**src/rtl/txesc_pkg.sv**
```systemverilog
package txesc_pkg;

  typedef enum logic [2:0] {
    PS_IDLE,
    PS_ESC,
    PS_ARG,
    PS_DELAY,
    PS_BRKMIN
  } parseSt_t;

  typedef struct packed {
    logic setBreak;
    logic clrBreak;
    logic loadCount;
    logic decCount;
  } dpStrobe_t;

endpackage

```
**src/rtl/txesc_dp.sv**
```systemverilog
module txesc_dp
  import txesc_pkg::*;
#(
  parameter int DATA_W = 8,
  parameter int CNT_W  = 8
) (
  input  logic              clk,
  input  logic              rstN,
  input  dpStrobe_t         strobe,
  input  logic [DATA_W-1:0] inData,
  output logic [DATA_W-1:0] outData,
  output logic              breakOn,
  output logic              countLast,
  output logic              argZero
);

  localparam int ARG_BITS = (CNT_W < DATA_W) ? CNT_W : DATA_W;

  logic [CNT_W-1:0] argValue;
  logic [CNT_W-1:0] dlyCount;

  generate
    if (CNT_W > DATA_W) begin : gWideCnt
      assign argValue = {{(CNT_W-DATA_W){1'b0}}, inData};
    end else begin : gNarrowCnt
      assign argValue = inData[ARG_BITS-1:0];
    end
  endgenerate

  assign outData   = inData;
  assign argZero   = (argValue == '0);
  assign countLast = (dlyCount == CNT_W'(1));

  always_ff @(posedge clk) begin
    if (!rstN) begin
      dlyCount <= '0;
    end else if (strobe.loadCount) begin
      dlyCount <= argValue;
    end else if (strobe.decCount && dlyCount != '0) begin
      dlyCount <= dlyCount - CNT_W'(1);
    end
  end

  always_ff @(posedge clk) begin
    if (!rstN) begin
      breakOn <= 1'b0;
    end else if (strobe.setBreak) begin
      breakOn <= 1'b1;
    end else if (strobe.clrBreak) begin
      breakOn <= 1'b0;
    end
  end

  AST_COUNT_STABLE: assert property (@(posedge clk) disable iff (!rstN)
    (!strobe.loadCount && !strobe.decCount) |=> $stable(dlyCount));
  AST_BREAK_SET: assert property (@(posedge clk) disable iff (!rstN)
    strobe.setBreak |=> breakOn);
  AST_BREAK_CLR: assert property (@(posedge clk) disable iff (!rstN)
    strobe.clrBreak |=> !breakOn);

endmodule

```
**src/rtl/txesc_ctrl.sv**
```systemverilog
module txesc_ctrl
  import txesc_pkg::*;
#(
  parameter int          DATA_W     = 8,
  parameter logic [7:0]  ESC_CODE   = 8'h00,
  parameter logic [7:0]  OP_BREAK   = 8'h81,
  parameter logic [7:0]  OP_DELAY   = 8'h82,
  parameter logic [7:0]  OP_UNBREAK = 8'h83
) (
  input  logic              clk,
  input  logic              rstN,
  input  logic              cmdEnable,
  input  logic              inValid,
  input  logic [DATA_W-1:0] inData,
  input  logic              outReady,
  input  logic              tick,
  input  logic              charDone,
  input  logic              breakOn,
  input  logic              countLast,
  input  logic              argZero,
  output logic              inReady,
  output logic              outValid,
  output logic              busy,
  output dpStrobe_t         strobe
);

  parseSt_t state, nextSt;
  logic     escHit;

  assign escHit = (inData == DATA_W'(ESC_CODE));
  assign busy   = (state != PS_IDLE);

  always_comb begin
    nextSt   = state;
    inReady  = 1'b0;
    outValid = 1'b0;
    strobe   = '0;
    unique case (state)
      PS_IDLE: begin
        if (cmdEnable && escHit) begin
          inReady = 1'b1;
          if (inValid) nextSt = PS_ESC;
        end else begin
          outValid = inValid && !breakOn;
          inReady  = breakOn || outReady;
        end
      end
      PS_ESC: begin
        if (escHit) begin
          outValid = inValid && !breakOn;
          inReady  = breakOn || outReady;
          if (inValid && inReady) nextSt = PS_IDLE;
        end else begin
          inReady = 1'b1;
          if (inValid) begin
            if (inData == DATA_W'(OP_BREAK)) begin
              strobe.setBreak = 1'b1;
              nextSt          = PS_BRKMIN;
            end else if (inData == DATA_W'(OP_DELAY)) begin
              nextSt = PS_ARG;
            end else if (inData == DATA_W'(OP_UNBREAK)) begin
              strobe.clrBreak = 1'b1;
              nextSt          = PS_IDLE;
            end else begin
              nextSt = PS_IDLE;
            end
          end
        end
      end
      PS_ARG: begin
        inReady = 1'b1;
        if (inValid) begin
          if (argZero) begin
            nextSt = PS_IDLE;
          end else begin
            strobe.loadCount = 1'b1;
            nextSt           = PS_DELAY;
          end
        end
      end
      PS_DELAY: begin
        if (tick) begin
          strobe.decCount = 1'b1;
          if (countLast) nextSt = PS_IDLE;
        end
      end
      PS_BRKMIN: begin
        if (charDone) nextSt = PS_IDLE;
      end
      default: nextSt = PS_IDLE;
    endcase
  end

  always_ff @(posedge clk) begin
    if (!rstN) state <= PS_IDLE;
    else       state <= nextSt;
  end

  AST_DELAY_WAITS_TICK: assert property (@(posedge clk) disable iff (!rstN)
    (state == PS_DELAY && !tick) |=> (state == PS_DELAY));
  AST_BRKMIN_HOLDS: assert property (@(posedge clk) disable iff (!rstN)
    (state == PS_BRKMIN && !charDone) |=> (state == PS_BRKMIN));
  AST_BREAK_ENTRY_WAITS: assert property (@(posedge clk) disable iff (!rstN)
    strobe.setBreak |=> (busy && !inReady));

endmodule

```
**src/rtl/txesc_top.sv**
```systemverilog
module txesc_top
  import txesc_pkg::*;
#(
  parameter int DATA_W = 8,
  parameter int CNT_W  = 8
) (
  input  logic              clk,
  input  logic              rstN,
  input  logic              cmdEnable,
  input  logic              inValid,
  input  logic [DATA_W-1:0] inData,
  output logic              inReady,
  output logic              outValid,
  output logic [DATA_W-1:0] outData,
  input  logic              outReady,
  input  logic              tick,
  input  logic              charDone,
  output logic              breakOn,
  output logic              busy
);

  dpStrobe_t strobe;
  logic      countLast;
  logic      argZero;

  txesc_ctrl #(.DATA_W(DATA_W)) uCtrl (
    .clk(clk), .rstN(rstN), .cmdEnable(cmdEnable),
    .inValid(inValid), .inData(inData), .outReady(outReady),
    .tick(tick), .charDone(charDone), .breakOn(breakOn),
    .countLast(countLast), .argZero(argZero),
    .inReady(inReady), .outValid(outValid), .busy(busy), .strobe(strobe)
  );

  txesc_dp #(.DATA_W(DATA_W), .CNT_W(CNT_W)) uDp (
    .clk(clk), .rstN(rstN), .strobe(strobe), .inData(inData),
    .outData(outData), .breakOn(breakOn),
    .countLast(countLast), .argZero(argZero)
  );

  AST_NO_DATA_IN_BREAK: assert property (@(posedge clk) disable iff (!rstN)
    breakOn |-> !outValid);
  AST_PASS_DISABLED: assert property (@(posedge clk) disable iff (!rstN)
    (!busy && !cmdEnable && inValid && !breakOn) |-> (outValid && outData == inData));

endmodule

```
**config.mk**
```make
export PLATFORM = sky130hd
export DESIGN_NAME = txesc_top
export DESIGN_NICKNAME = d
export VERILOG_FILES = /design/src/rtl/txesc_pkg.sv /design/src/rtl/txesc_dp.sv /design/src/rtl/txesc_ctrl.sv /design/src/rtl/txesc_top.sv
export SDC_FILE = /design/constraint.sdc
export NUM_CORES = 1
export LEC_CHECK = 0
export BUFFER_PORTS_ARGS = -buffer_cell sky130_fd_sc_hd__buf_2
export CAP_MARGIN = 10
export CORE_MARGIN = 1.5
export CORE_UTILIZATION = 55
export CTS_BUF_LIST = sky130_fd_sc_hd__clkbuf_16
export DETAILED_ROUTE_END_ITERATION = 8
export HOLD_SLACK_MARGIN = 0.03
export PLACE_DENSITY = 0.83
export SYNTH_ARGS = -nofsm -noshare
export SYNTH_HDL_FRONTEND = slang
export SYNTH_SLANG_ARGS = --single-unit
```
**constraint.sdc**
```tcl
create_clock -name clk -period 4.75 [get_ports clk]
set_input_delay 0 -clock clk [delete_from_list [all_inputs] [get_ports clk]]
set_output_delay 0 -clock clk [all_outputs]
set_load 0.01 [all_outputs]
```
# Word-level counts from Yosys, hierarchy flattened
# Cells that the tools add are included.
[op_classes]
addsub = 1
n_eq_ne = 16
n_mux = 35
n_reduce_logical = 13
[ops]
columns = ["cell", "n"]
rows = [
  ["3-bit 2-to-1 mux", 10],
  ["8-bit == test, second input constant", 3],
  ["8-bit 2-to-1 mux", 2],
  ["1-bit 2-to-1 mux", 15],
  ["3-bit case mux with 5 select lines", 1],
  ["2-bit 2-to-1 mux", 5],
  ["2-bit != test, second input constant", 5],
  ["8-bit by 1-bit == test with 1-bit output, second input constant", 1],
  ["8-bit logical NOT", 1],
  ["8-bit AND reduction", 1],
  ["8-bit nonzero test", 1],
  ["8-bit by 1-bit subtractor with 8-bit output, second input constant", 1],
  ["3-bit by 2-bit == test with 1-bit output, second input constant", 2],
  ["1-bit logical AND", 4],
  ["2-bit nonzero test", 2],
  ["3-bit by 1-bit == test with 1-bit output, second input constant", 1],
  ["3-bit == test, second input constant", 1],
  ["3-bit logical NOT", 1],
  ["3-bit by 2-bit != test with 1-bit output, second input constant", 1],
  ["3-bit != test, second input constant", 1],
  ["1-bit case mux with 3 select lines", 1],
  ["3-bit nonzero test", 1],
  ["2-bit by 1-bit != test with 1-bit output, second input constant", 1],
  ["1-bit case mux with 2 select lines", 1],
  ["2 further kinds", 2],
]
[totals]
ff_bits = 12

# Depth between registers and ports, before layout
# Gate-level depths: netlist of run 1.
[depth]
depth_word = 9
ltp_mapped = 6
ltp_nobuf = 6

# Hierarchy
# From an unflattened synthesis of run 1, not the netlist that was laid out.
[hier_totals]
hier_cells = 124
hier_area_um2 = 1027.2
[modules_own_cells]
columns = ["mod", "n_inst", "cells_per_inst", "area_per_inst_um2"]
rows = [
  ["txesc_dp", 1, 73, 651.9],
  ["txesc_ctrl", 1, 51, 375.4],
]

# Worst setup path before layout of run 1
# Ideal clock, no wire load.
[synth_path]
path_kind = "register to register"
startpoint = "register uDp.dlyCount[0]"
endpoint = "register uDp.dlyCount[4]"
setup_ns = 0.078
arrival_ns = 1.697
required_time_ns = 4.672
slack_ns = 2.975
path_stages_with_launch = 7
period_less_slack_ns = 1.775
path_cell_list = "dfxtp_1 inv_1 ha_1 or3b_2 o21ai_0 a221oi_1 nor3_1"
[synth_between]
elab_chain_len = 3
[synth_rtl]
columns = ["element", "line", "rtl"]
rows = [
  ["from (decl)", "txesc_dp.sv:20", "logic [CNT_W-1:0] dlyCount;"],
  ["from (signal assigned)", "txesc_dp.sv:38", "dlyCount <= argValue;"],
  ["from (signal assigned)", "txesc_dp.sv:40", "dlyCount <= dlyCount - CNT_W'(1);"],
  ["8-bit by 1-bit subtractor with 8-bit output / 8-bit nonzero test (equally long branches)", "txesc_dp.sv:40, txesc_dp.sv:39", ""],
  ["8-bit 2-to-1 mux / 1-bit logical AND (equally long branches)", "txesc_dp.sv:39", "end else if (strobe.decCount && dlyCount != '0) begin"],
  ["8-bit 2-to-1 mux / 2-bit nonzero test (equally long branches)", "n/a", ""],
]
# Several ways; a longest one is shown, not always the timed one. The select of a mux whose other input is x is not followed.
# A chain may end at the register's enable or synchronous reset.

# Worst setup path after layout of run 1
# Same ends and word-level chain as after synthesis.

==> results.yml, run 1 <==
routing:
  vias: 1069
  drt-wirelength-per-cell_microns: 15.57
  viasPerCell: 6.518
  drt_pass1_iterations: 4
  drtAntennaViolNets: 0
  drtIter0Drc: 74
  drt-total-wl_mm: 2.554
  drc: 0
clock_tree:
  ctsHoldBuffers: 0
  post_cts_buffers: 0
  clock_path_buffers: 2
  cts_buffers: 3
  htreeDepth: 1
  clockRootBuffer: "clkbuf_16"
  clock_latency_ns: 0.24
  cts.sinks: 12
  path_clk_slew_ns: 0.04
  cts_resized: 0
  cts_tree: "built"
power_and_ir_drop:
  power_uw: 277.4
  leakage_nw: 0.4232
  ir_worst_vdd_mv: 0.2162
  power.density_nw_per_um2: 240.7
synth:
  synth_top_cell_by_area: "dfxtp_1"
  async_flop_share: 0
  synth_compound_area_frac: 0.2731
  syn_nets: 138
  synthAdderAreaFrac: 0.02528
  syn_avg_cell_area_sq_um: 8.179
  synth_edf_count: 0
  muxShareOfSynthArea: 0.01011
  ys_ff_latch: 12
  synth_top_family_by_area: "simple AND/OR/NAND/NOR gates"
  syn_area_sq_um: 989.7
  ys_types: 50
  netlist_instances: 121
  seq_area_frac_synth: 0.2427
  ys.flop_type: "dfxtp_1"
  synth_xor_area_frac: 0
  ys_warn_count: 0
  synth_top_area_share: 0.2427
  synthSimpleGateAreaFrac: 0.3590
  yosys-top-cells-area: "dfxtp_1 24%, buf_4 6.1%, a21oi_1 4.6%"
final_layout:
  layout.cells.non_filler: 164
  fin_util: 0.6747
  fillCellCount: 146
  antenna_cells: 0
  fin_nets: 158
  syn_to_final_growth_pct: 16.44
  drive_gt1_frac: 0.2878
floorplanning:
  core.rowCount: 15
  die_area_sq_um: 2063
  core_area_sq_um: 1708
  start_util: 0.5795
  die_w_microns: 45.42
  boundaryPins: 27
  dieHeight_microns: 45.42
sta:
  slew-limit-headroom: 0.5134
  finalSetupViolations: 0
  rsz0062_at_grt: "false"
  tightest_slew_ns: 0.7232
  setup_tns_ns: 0
  max_freq_mhz: 487.7
  finalHoldViolations: 0
  finalCriticalPeriod_ns: 2.050
  fin_skew_ns: 0.002564
  period_share: 0.4317
  maxSlewViolCount: 0
setup_path:
  r2r-start: "uDp.dlyCount[0]$_SDFFE_PN0P_"
  crit_arrival_ns: 2.22
  cp-end-kind: "flop"
  cp-start-kind: "flop"
  criticalPathCategory: "flop to flop"
  rr_worst_depth: 6
  r2r_end: "uDp.dlyCount[4]$_SDFFE_PN0P_"
  r2r_slack_ns: 2.70
  path_max_fanout: 6
  crit_start: "uDp.dlyCount[0]$_SDFFE_PN0P_"
  critical_path.endpoint: "uDp.dlyCount[4]$_SDFFE_PN0P_"
  required_ns: 4.91
run_status:
  status: "completed"
place:
  globalplace.congestion: 0.9215
  dp_hpwl_mm: 1.853
  placedCellCount: 161
  io_buffers: 26
job:
  max_cap_violations: 0
global_route:
  grt_pass1_vias: 905
  grt_first_pass_wirelength_mm: 4.112
  grt_max_degree: 16
  grt_overflow: 0
  track_usage: 0.2803
  grt_antenna_before_repair: 0
hold_path:
  hp-class: "input pin to flop"
[cell families (layout without fill, tap and decap cells)]
| group | count (synthesis) | after routing |
|---|---|---|
| fa+ha+maj | 2 | 2 |
| buf+inv | 15 | 33 |
| simple gates | 54 | 54 |
| compound gates | 37 | 37 |
| mux | 1 | 1 |
| flops | 12 | 12 |
[metrics by stage]
| stage | hold slack (ns) | setup slack (ns) | cell area [sq um] |
|---|---|---|---|
| 2_1_floorplan | 0.09177 | 2.975 | 989.7 |
| 3_3_place_gp | 0.2425 | 2.859 | 1077 |
| 3_5_place_dp | 0.2458 | 2.730 | 1077 |
| 4_1_cts | 0.04964 | 2.711 | 1152 |
| 5_1_grt | 0.05966 | 2.547 | 1152 |
| 6_report | 0.04915 | 2.700 | 1152 |
[cells in the final DEF, fill, tap and decap left out, types with 2 or more instances in the layout]
master     instances
buf_2             26
dfxtp_1           12
a21oi_1            9
nand2_1            7
nor2_1             6
nand3_1            5
nand4_1            5
nor4_1             4
o21ai_0            4
inv_1              3
or4_4              3
a31oi_1            3
and4_1             3
nor3_1             3
o211ai_1           3
clkbuf_16          3
nor4b_1            2
nand4b_1           2
and2_1             2
o31a_1             2
or2_2              2
nor3b_1            2
ha_1               2
[cell usage after synthesis, drive strengths merged, types with 2 or more instances]
library cell,instances
and2,2
a31oi,3
inv,3
dfxtp,12
or4,3
o21ai,4
nor3b,2
nor4b,2
nand4b,2
nand2,7
nor3,3
and4,3
or2,2
nor4,5
nor2,6
nand3,5
buf,10
ha,2
o2111ai,2
o211ai,3
a21oi,9
nand4,5
o31a,2
[power by group]
group | internal (mW) | total, mW | switching (mW)
Combinational | 0.0107 | 0.0251 | 0.0144
Clock | 0.109 | 0.151 | 0.0417
Sequential | 0.101 | 0.101 | 0.0000198
Total | 0.221 | 0.277 | 0.0562
[state kept, by name, summed over array words and instances, names as in the netlist]
| name | count |
|---|---|
| uDp.dlyCount | 8 |
| uCtrl.state | 3 |
| uDp.breakOn | 1 |
[how the worst min path moves through the flow]
stage              start                            to  cells past startpoint
6_report            rstN  uDp.dlyCount[3]$_SDFFE_PN0P_                      2
5_1_grt             rstN  uDp.dlyCount[2]$_SDFFE_PN0P_                      2
4_1_cts             rstN  uDp.dlyCount[3]$_SDFFE_PN0P_                      2
3_5_place_dp   inData[3]                    outData[3]                      2
3_3_place_gp   inData[3]                    outData[3]                      2
2_1_floorplan  inData[0]                    outData[0]                      1
[per-layer routing]
| layer | part of all wire | track usage |
|---|---|---|
| met5 | 0 | 0 |
| met4 | 0.016 | 0.1176 |
| met2 | 0.46 | 0.4141 |
| met1 | 0.43 | 0.3848 |
| met3 | 0.099 | 0.07143 |
[cell type report]
cell class | instances | area (sq um) | area share
repair buffers | 26 | 130.1 | 0.1129
inverters | 4 | 15.01 | 0.01303
well taps | 25 | 31.28 | 0.02714
multi-input cells | 94 | 660.6 | 0.5733
flip-flops and latches | 12 | 240.2 | 0.2085
clock buffers | 3 | 75.07 | 0.06515
[critical path, cell delays in order (launching register included)]
cell and delay (ns):
dfxtp_1 0.34, inv_1 0.07, ha_1 0.24, or3b_2 0.52, o21ai_0 0.46, a221oi_1 0.15, nor3_1 0.18
Power figures use the tool's default switching activity.
==> inputs of run 2 (changes only) <==
--- a/config.mk
+++ b/config.mk
@@ -8,11 +8,11 @@
 export BUFFER_PORTS_ARGS = -buffer_cell sky130_fd_sc_hd__buf_2
 export CAP_MARGIN = 10
 export CORE_MARGIN = 1.5
-export CORE_UTILIZATION = 55
+export CORE_UTILIZATION = 51
 export CTS_BUF_LIST = sky130_fd_sc_hd__clkbuf_16
 export DETAILED_ROUTE_END_ITERATION = 8
 export HOLD_SLACK_MARGIN = 0.03
-export PLACE_DENSITY = 0.83
+export PLACE_DENSITY = 0.78
 export SYNTH_ARGS = -nofsm -noshare
 export SYNTH_HDL_FRONTEND = slang
 export SYNTH_SLANG_ARGS = --single-unit
==> constraint.sdc (replaced) <==
create_clock -name clk -period 2.15 [get_ports clk]
set_input_delay 0 -clock clk [delete_from_list [all_inputs] [get_ports clk]]
set_output_delay 0 -clock clk [all_outputs]
set_load 0.01 [all_outputs]
==> run 2 against run 1 <==
Non-clock buffer count grew 1. Sequential share of layout area shrank 0.20 points. Routed wire length grew 1.2%. Highest routed layer unchanged.
==> results.yml, run 2 (synthesized netlist as in run 1, its figures left out) <==
clock_tree:
  cts_tree: "built"
  clock_latency_ns: 0.24
  post_cts_buffers: 0
  htreeDepth: 1
  path_clk_slew_ns: 0.04
  cts.sinks: 12
  cts_buffers: 3
  clock_path_buffers: 2
  clockRootBuffer: "clkbuf_16"
sta:
  finalSetupViolations: 0
  period_share: 0.9065
  slew-limit-headroom: 0.5876
  finalCriticalPeriod_ns: 1.949
  maxSlewViolCount: 0
  rsz0062_at_grt: "false"
  tightest_slew_ns: 0.6130
  finalHoldViolations: 0
  setup_tns_ns: 0
  hold_ws_ns: 0.05244
  max_freq_mhz: 513.1
  fin_skew_ns: 0.001066
global_route:
  grt_max_degree: 16
  grt_antenna_before_repair: 0
  track_usage: 0.2659
  grt_first_pass_wirelength_mm: 4.133
  grt_pass1_vias: 872
  grt_overflow: 0
run_status:
  status: "completed"
setup_path:
  cp-end-kind: "flop"
  crit_slowest_cell: "or3b_2"
  crit_buf_inv: 1
  r2r_end: "uDp.dlyCount[4]$_SDFFE_PN0P_"
  required_ns: 2.30
  crit_arrival_ns: 2.10
  r2r_slack_ns: 0.20
  path_max_fanout: 6
  slowest_delay_ns: 0.51
  path_delay_family: "simple AND/OR/NAND/NOR gates"
  cp-start-kind: "flop"
  worstPathCellList: "inv_1 > ha_1 > or3b_2 > o21ai_1 > a221oi_1 > nor3_1"
  r2r-start: "uDp.dlyCount[0]$_SDFFE_PN0P_"
  rr_worst_depth: 6
  criticalPathCategory: "flop to flop"
hold_path:
  hp-start: "rstN"
  hold_end: "uDp.dlyCount[2]$_SDFFE_PN0P_"
  hp-class: "input pin to flop"
  hold_depth: 2
routing:
  drt-total-wl_mm: 2.585
  vias: 1075
  drc: 0
  drt-wirelength-per-cell_microns: 15.57
  drt_pass1_iterations: 4
  met1_length_mm: 1.153
  wl_met3_microns: 201
  viasPerCell: 6.476
  highest_layer: "met4"
  drtAntennaViolNets: 0
  wl_met2_mm: 1.201
  drtIter0Drc: 37
floorplanning:
  die_w_microns: 47.05
  dieHeight_microns: 47.05
  die_area_sq_um: 2214
  core.rowCount: 15
  core_area_sq_um: 1783
  boundaryPins: 27
  start_util: 0.5551
final_layout:
  syn_to_final_growth_pct: 17.57
  regMostFlops: "uDp.dlyCount"
  mostFrequentLayoutCell: "buf_2"
  top_regs: "uDp.dlyCount x8, uCtrl.state x3, uDp.breakOn x1"
  largest_reg_flops: 8
  layout_common_cells: "26 x buf_2, 12 x dfxtp_1, 9 x a21oi_1"
  drive_gt1_frac: 0.2908
  fin_nets: 159
  fillCellCount: 152
  antenna_cells: 0
power_and_ir_drop:
  leakage_nw: 0.4302
  power.density_nw_per_um2: 537.1
  ir_worst_vdd_mv: 0.3451
place:
  dp_hpwl_mm: 1.892
  globalplace.congestion: 0.8578
  io_buffers: 26
job:
  max_cap_violations: 0
## run 2: cell types whose count changed in the layout (fill, tap and decap cells not counted)
cell	before	now
buf_4	0	1
clkinv_1	1	2
o21ai_0	4	3
o21ai_1	0	1
## run 2: final cells by class
| cell class | count | area (sq um) | area share |
|---|---|---|---|
| timing repair buffer | 27 | 137.6 | 0.1183 |
| tap | 25 | 31.28 | 0.02688 |
| clock inverter | 1 | 3.754 | 0.003226 |
| inverter | 4 | 15.01 | 0.01290 |
| sequential | 12 | 240.2 | 0.2065 |
| multi-input combinational | 94 | 660.6 | 0.5677 |
| clock buffer | 3 | 75.07 | 0.06452 |
## run 2: power by group
part	leakage (nW)	internal (mW)	total (mW)	switching (mW)
clock	0.0385	0.245	0.345	0.100
sequential	0.0966	0.223	0.223	0.0000447
combinational	0.295	0.0241	0.0567	0.0325
total	0.430	0.492	0.625	0.133
## run 2: worst max-delay path by stage
stage / from / to / slack, ns / cells past startpoint
6_report: uDp.dlyCount[0]$_SDFFE_PN0P_ / uDp.dlyCount[4]$_SDFFE_PN0P_ / 0.20 / 6
2_1_floorplan: uDp.dlyCount[0]$_SDFFE_PN0P_ / uDp.dlyCount[4]$_SDFFE_PN0P_ / 0.37 / 6
4_1_cts: uDp.dlyCount[0]$_SDFFE_PN0P_ / uDp.dlyCount[4]$_SDFFE_PN0P_ / 0.07 / 6
3_5_place_dp: uDp.dlyCount[0]$_SDFFE_PN0P_ / uDp.dlyCount[4]$_SDFFE_PN0P_ / 0.14 / 6
5_1_grt: uDp.dlyCount[0]$_SDFFE_PN0P_ / uDp.dlyCount[4]$_SDFFE_PN0P_ / 0.07 / 6
3_3_place_gp: uDp.dlyCount[0]$_SDFFE_PN0P_ / uDp.dlyCount[4]$_SDFFE_PN0P_ / 0.24 / 6
## run 2: repair_timing
action / CTS / global route
hold buffers: 0 / 0
gates resized for setup: 0 / 1
endpoints found under the setup margin: 0 / 1
## run 2: routing by layer
layer	GRT usage	vias up
li1	-	519
met1	0.3884	498
met2	0.3973	54
met3	0.03462	4
met4	0.1000	0
met5	0	-
## run 2: through the flow
stage | utilization | setup WS, ns | total power, mW | instances | instance area, sq um
6_report | 0.6526 | 0.2011 | 0.6250 | 166 | 1164
5_1_grt | 0.6526 | 0.07377 | 0.6436 | 166 | 1164
4_1_cts | 0.6526 | 0.06713 | 0.6251 | 166 | 1164
3_5_place_dp | 0.6084 | 0.1432 | 0.2831 | 162 | 1085
3_3_place_gp | 0.6084 | 0.2358 | 0.2824 | 162 | 1085
2_1_floorplan | - | 0.3749 | 0.2583 | 121 | 989.7
## run 2: worst register-to-register path, cell delays in order, from the launching register on
cell,delay (ns)
dfxtp_1,0.35
inv_1,0.07
ha_1,0.23
or3b_2,0.51
o21ai_1,0.34
a221oi_1,0.13
nor3_1,0.22
